$ cat src/rtl/efg_pkg.sv
package efg_pkg;
    localparam int unsigned ADDR_W    = 6;
    localparam int unsigned DATA_W    = 32;
    localparam int unsigned LANES     = DATA_W / 8;
    localparam int unsigned LEN_W     = 16;
    localparam int unsigned BEAT_W    = LEN_W;
    localparam int unsigned BYTE_W    = LEN_W + 2;
    localparam int unsigned HDR_BYTES = 14;
    localparam logic [31:0] LFSR_SEED = 32'hACE1_2468;

    localparam logic [ADDR_W-1:0] OFS_COUNT = 6'h00;
    localparam logic [ADDR_W-1:0] OFS_LMODE = 6'h04;
    localparam logic [ADDR_W-1:0] OFS_PMODE = 6'h08;
    localparam logic [ADDR_W-1:0] OFS_START = 6'h0C;
    localparam logic [ADDR_W-1:0] OFS_STOP  = 6'h10;
    localparam logic [ADDR_W-1:0] OFS_SA_LO = 6'h14;
    localparam logic [ADDR_W-1:0] OFS_SA_HI = 6'h18;
    localparam logic [ADDR_W-1:0] OFS_DA_LO = 6'h1C;
    localparam logic [ADDR_W-1:0] OFS_DA_HI = 6'h20;
    localparam logic [ADDR_W-1:0] OFS_TXCNT = 6'h24;
    localparam logic [ADDR_W-1:0] OFS_PLEN  = 6'h34;

    typedef struct packed {
        logic [31:0]      nframes;
        logic             rand_len;
        logic             rand_pay;
        logic [47:0]      sa;
        logic [47:0]      da;
        logic [LEN_W-1:0] plen;
    } cfg_t;

    typedef enum logic {ST_IDLE, ST_SEND} seq_st_e;

    function automatic logic [31:0] lfsr_next(input logic [31:0] s);
        return {s[30:0], s[31] ^ s[21] ^ s[1] ^ s[0]};
    endfunction

    // Payload length for one frame: scaled random draw or the fixed value, never zero.
    function automatic logic [LEN_W-1:0] draw_len(input logic [31:0] r, input logic rnd,
                                                  input logic [LEN_W-1:0] lim);
        logic [32:0] prod;
        logic [LEN_W-1:0] v;
        prod = 33'(r[15:0]) * (33'(lim) + 33'd1);
        v = rnd ? 16'(prod >> 16) : lim;
        if (v == '0) v = 16'd1;
        return v;
    endfunction

    // Header byte at position idx (0..13): destination, source, length field.
    function automatic logic [7:0] hdr_byte(input logic [3:0] idx, input logic [47:0] da,
                                            input logic [47:0] sa, input logic [LEN_W-1:0] len);
        int i;
        i = int'(idx);
        if (i < 6)       return 8'(da >> (8 * (5 - i)));
        else if (i < 12) return 8'(sa >> (8 * (11 - i)));
        else if (i == 12) return len[15:8];
        else             return len[7:0];
    endfunction
endpackage

$ cat src/rtl/efg_regs.sv
module efg_regs
    import efg_pkg::*;
(
    input  logic              clk,
    input  logic              rst,
    input  logic [ADDR_W-1:0] addr,
    input  logic              wr,
    input  logic [31:0]       wdata,
    input  logic [31:0]       txcnt,
    output logic [31:0]       rdata,
    output cfg_t              cfg,
    output logic              start_p,
    output logic              stop_p
);
    always_ff @(posedge clk) begin
        if (rst) begin
            cfg     <= '0;
            start_p <= 1'b0;
            stop_p  <= 1'b0;
        end else begin
            start_p <= wr && (addr == OFS_START) && wdata[0];
            stop_p  <= wr && (addr == OFS_STOP) && wdata[0];
            if (wr) begin
                case (addr)
                    OFS_COUNT: cfg.nframes     <= wdata;
                    OFS_LMODE: cfg.rand_len    <= wdata[0];
                    OFS_PMODE: cfg.rand_pay    <= wdata[0];
                    OFS_SA_LO: cfg.sa[31:0]    <= wdata;
                    OFS_SA_HI: cfg.sa[47:32]   <= wdata[15:0];
                    OFS_DA_LO: cfg.da[31:0]    <= wdata;
                    OFS_DA_HI: cfg.da[47:32]   <= wdata[15:0];
                    OFS_PLEN:  cfg.plen        <= wdata[LEN_W-1:0];
                    default: ;
                endcase
            end
        end
    end

    always_comb begin
        case (addr)
            OFS_COUNT: rdata = cfg.nframes;
            OFS_LMODE: rdata = {31'd0, cfg.rand_len};
            OFS_PMODE: rdata = {31'd0, cfg.rand_pay};
            OFS_START: rdata = {31'd0, start_p};
            OFS_STOP:  rdata = {31'd0, stop_p};
            OFS_SA_LO: rdata = cfg.sa[31:0];
            OFS_SA_HI: rdata = {16'd0, cfg.sa[47:32]};
            OFS_DA_LO: rdata = cfg.da[31:0];
            OFS_DA_HI: rdata = {16'd0, cfg.da[47:32]};
            OFS_TXCNT: rdata = txcnt;
            OFS_PLEN:  rdata = {{(32-LEN_W){1'b0}}, cfg.plen};
            default:   rdata = '0;
        endcase
    end

    assert_mac_hi_R2: assert property (@(posedge clk) disable iff (rst)
        (addr == OFS_SA_HI || addr == OFS_DA_HI) |-> rdata[31:16] == 16'd0);
endmodule

$ cat src/rtl/efg_lfsr.sv
module efg_lfsr
    import efg_pkg::*;
(
    input  logic        clk,
    input  logic        rst,
    input  logic        step,
    output logic [31:0] state
);
    always_ff @(posedge clk) begin
        if (rst)       state <= LFSR_SEED;
        else if (step) state <= lfsr_next(state);
    end

    assert_lfsr_nonzero_R9: assert property (@(posedge clk) disable iff (rst)
        state != 32'd0);
endmodule

$ cat src/rtl/efg_seq.sv
module efg_seq
    import efg_pkg::*;
(
    input  logic              clk,
    input  logic              rst,
    input  cfg_t              cfg,
    input  logic              start_p,
    input  logic              stop_p,
    input  logic [31:0]       rnd,
    output logic              lfsr_step,
    output logic [31:0]       txcnt,
    output logic              tx_valid,
    input  logic              tx_ready,
    output logic [DATA_W-1:0] tx_data,
    output logic              tx_sop,
    output logic              tx_eop,
    output logic [1:0]        tx_empty
);
    seq_st_e           st;
    logic [31:0]       remaining;
    logic              stop_pend;
    logic [LEN_W-1:0]  plen;
    logic [BEAT_W-1:0] nbeats;
    logic [BEAT_W-1:0] beat;
    logic [1:0]        last_empty;

    logic              fire, last, cont, launch_idle, launch_next;
    logic [LEN_W-1:0]  new_len;
    logic [LEN_W:0]    new_total;
    logic [BYTE_W-1:0] total_q;

    assign fire        = (st == ST_SEND) && tx_ready;
    assign last        = (beat == nbeats - 1'b1);
    assign cont        = (remaining != 32'd1) && !stop_pend && !stop_p;
    assign launch_idle = (st == ST_IDLE) && start_p && (cfg.nframes != 32'd0);
    assign launch_next = fire && last && cont;
    assign lfsr_step   = launch_idle || fire;
    assign new_len     = draw_len(rnd, cfg.rand_len, cfg.plen);
    assign new_total   = (LEN_W+1)'(new_len) + (LEN_W+1)'(HDR_BYTES);
    assign total_q     = BYTE_W'(plen) + BYTE_W'(HDR_BYTES);

    always_ff @(posedge clk) begin
        if (rst) begin
            st         <= ST_IDLE;
            remaining  <= '0;
            stop_pend  <= 1'b0;
            plen       <= '0;
            nbeats     <= '0;
            beat       <= '0;
            last_empty <= '0;
            txcnt      <= '0;
        end else begin
            if (st == ST_IDLE)  stop_pend <= 1'b0;
            else if (stop_p)    stop_pend <= 1'b1;
            if (st == ST_IDLE && start_p) txcnt <= '0;
            if (launch_idle) begin
                st        <= ST_SEND;
                remaining <= cfg.nframes;
            end
            if (fire && last) begin
                txcnt     <= txcnt + 1'b1;
                remaining <= remaining - 1'b1;
                if (!cont) st <= ST_IDLE;
            end
            if (launch_idle || launch_next) begin
                plen       <= new_len;
                nbeats     <= BEAT_W'((new_total + 3'd3) >> 2);
                beat       <= '0;
                last_empty <= 2'(3'd4 - {1'b0, new_total[1:0]});
            end else if (fire) begin
                beat <= beat + 1'b1;
            end
        end
    end

    assign tx_valid = (st == ST_SEND);
    assign tx_sop   = tx_valid && (beat == '0);
    assign tx_eop   = tx_valid && last;
    assign tx_empty = tx_eop ? last_empty : 2'd0;

    for (genvar j = 0; j < LANES; j++) begin : g_lane
        logic [BYTE_W-1:0] idx;
        logic [7:0]        b;
        always_comb begin
            idx = BYTE_W'(beat) * BYTE_W'(LANES) + BYTE_W'(j);
            if (idx < BYTE_W'(HDR_BYTES))
                b = hdr_byte(idx[3:0], cfg.da, cfg.sa, plen);
            else if (idx < total_q)
                b = cfg.rand_pay ? rnd[DATA_W-1-8*j -: 8] : 8'(idx - BYTE_W'(HDR_BYTES));
            else
                b = 8'd0;
        end
        assign tx_data[DATA_W-1-8*j -: 8] = b;
    end

    assert_stall_hold_R12: assert property (@(posedge clk) disable iff (rst)
        (tx_valid && !tx_ready) |=> (tx_valid && $stable(tx_data) && $stable(tx_sop)
                                     && $stable(tx_eop) && $stable(tx_empty)));
    assert_empty_eop_R11: assert property (@(posedge clk) disable iff (rst)
        (tx_valid && !tx_eop) |-> tx_empty == 2'd0);
    assert_txcnt_step_R3: assert property (@(posedge clk) disable iff (rst)
        !start_p |=> (txcnt == $past(txcnt) || txcnt == $past(txcnt) + 32'd1));
    assert_txcnt_clear_R3: assert property (@(posedge clk) disable iff (rst)
        (st == ST_IDLE && start_p) |=> txcnt == 32'd0);
    assert_run_end_R4: assert property (@(posedge clk) disable iff (rst)
        (tx_eop && tx_ready && remaining == 32'd1) |=> !tx_valid);
endmodule

$ cat src/rtl/eth_frame_gen.sv
module eth_frame_gen
    import efg_pkg::*;
(
    input  logic              clk,
    input  logic              rst,
    input  logic [ADDR_W-1:0] reg_addr,
    input  logic              reg_wr,
    input  logic [31:0]       reg_wdata,
    output logic [31:0]       reg_rdata,
    output logic              tx_valid,
    input  logic              tx_ready,
    output logic [DATA_W-1:0] tx_data,
    output logic              tx_sop,
    output logic              tx_eop,
    output logic [1:0]        tx_empty
);
    cfg_t        cfg;
    logic        start_p, stop_p, lfsr_step;
    logic [31:0] txcnt, rnd;

    efg_regs u_regs (
        .clk(clk), .rst(rst), .addr(reg_addr), .wr(reg_wr), .wdata(reg_wdata),
        .txcnt(txcnt), .rdata(reg_rdata), .cfg(cfg), .start_p(start_p), .stop_p(stop_p)
    );

    efg_lfsr u_lfsr (
        .clk(clk), .rst(rst), .step(lfsr_step), .state(rnd)
    );

    efg_seq u_seq (
        .clk(clk), .rst(rst), .cfg(cfg), .start_p(start_p), .stop_p(stop_p), .rnd(rnd),
        .lfsr_step(lfsr_step), .txcnt(txcnt), .tx_valid(tx_valid), .tx_ready(tx_ready),
        .tx_data(tx_data), .tx_sop(tx_sop), .tx_eop(tx_eop), .tx_empty(tx_empty)
    );
endmodule

$ cat config.mk
export PLATFORM = sky130hd
export DESIGN_NAME = eth_frame_gen
export DESIGN_NICKNAME = d
export VERILOG_FILES = /design/src/rtl/efg_pkg.sv /design/src/rtl/efg_regs.sv /design/src/rtl/efg_lfsr.sv /design/src/rtl/efg_seq.sv /design/src/rtl/eth_frame_gen.sv
export SDC_FILE = /design/constraint.sdc
export NUM_CORES = 2
export LEC_CHECK = 0
export BUFFER_PORTS_ARGS = -buffer_cell sky130_fd_sc_hd__buf_4
export CAP_MARGIN = 15
export CORE_MARGIN = 5
export CORE_UTILIZATION = 56
export DETAILED_ROUTE_END_ITERATION = 12
export PLACE_DENSITY = 0.73
export SYNTH_ARGS = -nofsm -noshare
export SYNTH_HDL_FRONTEND = slang
export SYNTH_SLANG_ARGS = --single-unit
$ cat constraint.sdc
create_clock -name clk -period 22.2 [get_ports clk]
set_input_delay 2.22 -clock clk [delete_from_list [all_inputs] [get_ports clk]]
set_output_delay 2.22 -clock clk [all_outputs]
set_load 0.02 [all_outputs]
[Word-level counts from Yosys, hierarchy flattened]
Index checks and enable logic that the tools add are counted.
Storage, ports and cells
  register bits after elaboration: 295
  word-level logic and storage cells: 156
Cells by class
  add/subtract/negate cells: 24
  multipliers: 1
  magnitude comparators: 16
  eq/ne operators: 16
  shift operators: 8
  mux-type cells: 35
  bitwise operators: 4
  reduce and logical (&&, ||, !) cells: 33
Operators by type and width (number)
  >> shifter 48 x 32 -> 8 bit: 8
  case mux 32 bit (11 select lines): 1
  two-way mux 8 bit: 24
  two-way mux 32 bit: 4
  less-than comparator 18 x 17 -> 1 bit: 4
  less-than comparator 18 x 4 -> 1 bit, second input constant: 4
  adder 18 x 2 -> 18 bit, second input constant: 2
  adder 16 x 4 -> 17 bit, second input constant: 2
  multiplier 16 x 33 -> 32 bit: 1
  adder 32 x 1 -> 32 bit, second input constant: 1
  zero test 16 bit: 2
  two-way mux 16 bit: 2
  != test 32 x 1 -> 1 bit, second input constant: 1
  nonzero test 32 bit: 1
  subtractor 32 x 1 -> 32 bit, second input constant: 1
  subtractor 8 x 4 -> 8 bit, second input constant: 4
  equality test 6 x 5 -> 1 bit, second input constant: 4
  subtractor 3 x 4 -> 5 bit, first input constant: 4
  subtractor 4 x 4 -> 5 bit, first input constant: 4
  adder 18 x 1 -> 18 bit, second input constant: 1
  equality test 6 bit, second input constant: 3
  adder 16 x 1 -> 17 bit, second input constant: 1
  adder 17 x 2 -> 17 bit, second input constant: 1
  adder 16 x 1 -> 16 bit, second input constant: 1
  other kinds (20): 56

[Longest topological paths before layout]
  word-level depth: 7
  mapped depth: 34
  gate-level depth less buffers: 31

[Modules after synthesis]
A second synthesis with hierarchy kept.
Unflattened totals
  cells, all modules: 3249
  area, all modules: 26017.5 um^2
By module, submodules not included
  efg_seq: times used 1, cells an instance 2316, area an instance 18111.1 um^2
  efg_regs: times used 1, cells an instance 825, area an instance 6685.2 um^2
  efg_lfsr: times used 1, cells an instance 108, area an instance 1221.2 um^2

[Worst setup path after synthesis]
No wires, ideal clock.
  path type: reg-to-reg
  from: reg u_regs.cfg[2] (netlist name)
  to: reg u_seq.nbeats[12]
  setup time: 0.091 ns
  arrival: 8.687 ns
  setup slack: 13.422 ns
  stages on the path, launching flop included: 34
  buffers on the path: 4
  clock period less this slack: 8.778 ns
  path through: dfxtp_1 > clkbuf_1 > and4_1 > and4_1 > nand2_1 > nor2_1 > xor2_1 > clkbuf_1 > nand2_1 > fa_1 > fa_1 > inv_1 > fa_1 > fa_1 > fa_1 > inv_1 > fa_1 > inv_1 > ha_1 > buf_2 > nand2_2 > a2111oi_4 > o211ai_4 > nor3b_1 > o31a_1 > buf_6 > ha_1 > inv_1 > a21oi_1 > a2111oi_0 > o2111a_1 > o211ai_1 > or4_1 > a311oi_1
On the way
  word-level cells in the longest chain between the ends: 7
Ends and longest elaborated chain
  adder 16 x 1 -> 17 bit: RTL line efg_pkg.sv:43  | prod = 33'(r[15:0]) * (33'(lim) + 33'd1);
  multiplier 16 x 33 -> 32 bit: RTL line efg_pkg.sv:43
  two-way mux 16 bit (*): RTL line efg_pkg.sv:44  | v = rnd ? 16'(prod >> 16) : lim;
  zero test 16 bit: RTL line efg_pkg.sv:45  | if (v == '0) v = 16'd1;
  two-way mux 16 bit (*): RTL line efg_pkg.sv:45
  adder 16 x 4 -> 17 bit (*): RTL line efg_seq.sv:39  | assign new_total = (LEN_W+1)'(new_len) + (LEN_W+1)'(HDR_BYTES);
  adder 17 x 2 -> 17 bit (*): RTL line efg_seq.sv:67  | nbeats <= BEAT_W'((new_total + 3'd3) >> 2);
  to (signal assigned): RTL line efg_seq.sv:67
  to (decl): RTL line efg_seq.sv:23  | logic [BEAT_W-1:0] nbeats;
Every way passes the cells marked *; elsewhere a longest branch is shown, timed or not.
A chain may end at the register's enable or synchronous reset.

[Final worst setup path]
  from: reg u_regs.cfg[0] (netlist name)
  to: reg u_seq.nbeats[12]
On the way
  word-level cells in the longest chain between the ends: 7
Ends and longest elaborated chain (RTL line)
  adder 16 x 1 -> 17 bit: efg_pkg.sv:43
  multiplier 16 x 33 -> 32 bit: efg_pkg.sv:43
  two-way mux 16 bit (*): efg_pkg.sv:44
  zero test 16 bit: efg_pkg.sv:45
  two-way mux 16 bit (*): efg_pkg.sv:45
  adder 16 x 4 -> 17 bit (*): efg_seq.sv:39
  adder 17 x 2 -> 17 bit (*): efg_seq.sv:67
Marked as above.

==> results.sh <==
export IMPL_status="complete, no violations"
export IMPL_port_buffer_count=110
export IMPL_seq_area_sq_um=5890
export IMPL_cp_arrival_ns=10.71
export IMPL_via_per_inst=6.45
export IMPL_setup_violations=0
export IMPL_num_antenna_cells=0
export IMPL_drc=0
export IMPL_cp_common_cell="fa_1"
export IMPL_dpl_hpwl_mm=71.9
export IMPL_critPathSlowestCell="dfxtp_1"
export IMPL_rsz0062_at_grt="false"
export IMPL_gr_usage_all_layers=0.376
export IMPL_initial_core_util=0.568
export IMPL_globalRoute_totalOverflow=0
export IMPL_syn_instance_count=3357
export IMPL_ir_drop_v=0.0000691
export IMPL_relSlewSlack=0.161
export IMPL_ios=111
export IMPL_cp_required_ns=22.64
export IMPL_hp_class="register to register"
export IMPL_ctsHoldBuffers=0
export IMPL_fin_crit_sh=0.463
export IMPL_worstPathMaxFanout=23
export IMPL_skew_ns=0.0411
export IMPL_cts_root_buffer="clkbuf_16"
export IMPL_gp_congestion=0.995
export IMPL_synth_edff_count=0
export IMPL_clockPowerShare=0.512
export IMPL_syn_avg_cell_area_sq_um=7.72
export IMPL_clk_pin_slew_ns=0.06
export IMPL_drt_wl_total_mm=97.1
export IMPL_clock_latency_ns=0.57
export IMPL_powerDensity_nw_per_um2=41.5
export IMPL_yosysWarnings=0
export IMPL_synth_nets=3734
export IMPL_postRouteAntennaNets=0
export IMPL_crit_type="register to register"
export IMPL_cp_start_kind="register"
export IMPL_grt_antenna_before_repair=0
export IMPL_dpl_cell_area_sq_um=27100
export IMPL_grt_pass1_wl_mm=148
export IMPL_cts_sinks=294
export IMPL_syn_to_final_growth_pct=9.53
export IMPL_routed_via_count=25500
export IMPL_tritoncts="yes"
export IMPL_die_area_sq_um=50600
export IMPL_grt_pass1_vias=24900
export IMPL_die_x_um=225
export IMPL_drv_cap=0
export IMPL_ys_seq_area_frac=0.227
export IMPL_stdcell_area_sq_um=28400
export IMPL_synthArstFlopShare=0
export IMPL_post_cts_repair_setup_buffers=0
export IMPL_internal_power_uw=898
export IMPL_clock_fmax_ghz=0.0974
export IMPL_syn_area_sq_um=25900
export IMPL_core_rowCount=78
export IMPL_ys_types=89
export IMPL_seqPwrFrac=0.450
export IMPL_num_fill_cells=4034
export IMPL_timing_final_max_slew_violations=0
export IMPL_worst_pin_slew_ns=1.26
export IMPL_ys_flop_type="dfxtp_1"
export IMPL_wl_per_cell_um=24.5
export IMPL_numCtsBuffers=36
export IMPL_dr_pass1_iters=7
export IMPL_setup_tns_ns=0
export IMPL_multi_input_area_sq_um=18200
export IMPL_core_area_sq_um=45600
export IMPL_cts_buffer_depth=3
export IMPL_ctsHtreeMaxLevel=2
export IMPL_critPathCaptureType="register"
export IMPL_hold_viol=0
export IMPL_swShare=0.238
export IMPL_yosys_register_bits=294
export IMPL_cp_slowest_stage_delay_ns=0.88
export IMPL_combinationalPowerShare=0.037
export IMPL_cts_resized=0
export IMPL_first_iter_violations=3006
export IMPL_layout_drive_gt1_share=0.0901
export IMPL_power_leakage_uw=0.0110
export IMPL_final_nets=3713
export IMPL_p_sw_uw=280
export IMPL_grt_max_degree=104
export IMPL_period_needed_ns=10.27
export IMPL_die_height_um=225
export IMPL_hold_slack_ns=0.468
-- power groups by stage --
stage / registers, uW / logic (uW) / clock network (uW)
2_1_floorplan: 541 / 22.9 / 0
5_1_grt: 530 / 46.6 / 631
3_5_place_dp: 542 / 42.4 / 0
4_1_cts: 530 / 42.7 / 607
3_3_place_gp: 542 / 42.1 / 0
6_report: 530 / 44.0 / 603
-- metrics by stage --
step / std cells / utilization / total power [uW] / setup WS, ns
final: 3964 / 0.622 / 1180 / 11.93
after global placement: 3895 / 0.594 / 584 / 12.36
after global routing: 3964 / 0.622 / 1210 / 11.32
after detailed placement: 3895 / 0.594 / 584 / 12.14
after CTS: 3961 / 0.621 / 1180 / 12.07
after floorplan: 3357 / - / 564 / 13.42
-- critical path: cells and delay by family, from the launching register on --
family,cells,cell delay [ns]
AND/OR/NAND/NOR,5,1.25
buffers and inverters,5,0.55
XOR/XNOR,1,0.49
adder cells (fa/ha/maj),8,3.78
flip-flops,1,0.88
AO/OA/AOI/OAI,10,3.19
-- layout by cell type (no fill, tap or decap), types with 13 or more instances in the layout --
cell and count:
nand4_1 30, xnor2_1 56, nor4_1 38, clkbuf_16 37, and3_1 25, fa_1 206
a21oi_1 315, nand2_1 686, nand3_1 81, a221o_1 16, o211ai_1 26, inv_1 257
a31oi_1 14, mux2_2 36, and2_1 113, nand2b_1 17, o31ai_1 14, or3_1 22
ha_1 129, o21ai_0 67, nor2b_1 26, xor2_1 43, buf_4 165, a21o_1 15
a22oi_1 51, nand3b_1 26, nor2_1 184, dfxtp_1 293, a211oi_1 39, a22o_1 13
or4_1 13, nor3_1 61, a221oi_1 14, mux2i_1 20
-- kinds of logic after synthesis --
| logic type | count (synthesis) | share of synthesized area |
|---|---|---|
| AO/OA/AOI/OAI | 713 | 0.177 |
| XOR/XNOR | 100 | 0.0343 |
| adder cells (fa/ha/maj) | 335 | 0.222 |
| buffers and inverters | 486 | 0.0710 |
| flip-flops | 294 | 0.227 |
| multiplexers | 56 | 0.0234 |
| AND/OR/NAND/NOR | 1373 | 0.245 |
-- worst paths after layout --
check	start	end	slack [ns]	cells after the start
setup / recovery	u_regs.cfg[0]	u_seq.nbeats[12]	11.93	29
hold / removal	u_regs.cfg[105]	u_regs.cfg[105]	0.47	2
setup reg to reg	u_regs.cfg[0]	u_seq.nbeats[12]	11.93	29
hold reg to reg	u_regs.cfg[105]	u_regs.cfg[105]	0.47	2
-- cell type report --
class	instances	area share
Clock inverter	11	0.00468
Clock buffer	55	0.0385
Sequential cell	294	0.208
Tap cell	600	0.0265
Multi-Input combinational cell	2577	0.643
Timing Repair Buffer	169	0.0460
Inverter	258	0.0341
-- sequential cells by signal (all words and copies together) (netlist names), 2 cells and up --
| name | count |
|---|---|
| u_seq.plen | 15 |
| u_lfsr.state | 32 |
| u_seq.remaining | 32 |
| u_seq.txcnt | 32 |
| u_seq.nbeats | 15 |
| u_seq.last_empty | 2 |
| u_seq.beat | 16 |
| u_regs.cfg | 146 |
-- Yosys cell counts (14+ instances only) --
library cell | instances | area, sq um
nand2_1 | 687 | 2580
a21oi_1 | 315 | 1580
dfxtp_1 | 294 | 5890
inv_1 | 257 | 965
clkbuf_1 | 213 | 800
fa_1 | 206 | 4120
nor2_1 | 188 | 706
ha_1 | 129 | 1610
and2_1 | 113 | 707
nand3_1 | 81 | 405
o21ai_0 | 67 | 335
nor3_1 | 64 | 320
xnor2_1 | 56 | 490
a22oi_1 | 51 | 383
xor2_1 | 43 | 377
a211oi_1 | 39 | 293
nor4_1 | 38 | 238
mux2_2 | 36 | 405
nand4_1 | 30 | 188
nand3b_1 | 26 | 195
nor2b_1 | 26 | 163
o211ai_1 | 26 | 195
and3_1 | 25 | 156
or3_1 | 22 | 138
mux2i_1 | 20 | 200
nand2b_1 | 17 | 106
a221o_1 | 16 | 160
a21o_1 | 15 | 113
a221oi_1 | 14 | 123
a31oi_1 | 14 | 87.6
o31ai_1 | 14 | 105
-- layer usage --
layer  vias up  share of wire  track usage  wire, um
met5         -              0            0         0
met3       278           0.11       0.0677     10400
met1     12400           0.39        0.513     38300
li1      11400              -            -         -
met2      1479           0.45        0.588     43300
met4         0          0.052        0.168      5040
(Power assumes the default switching activity.)
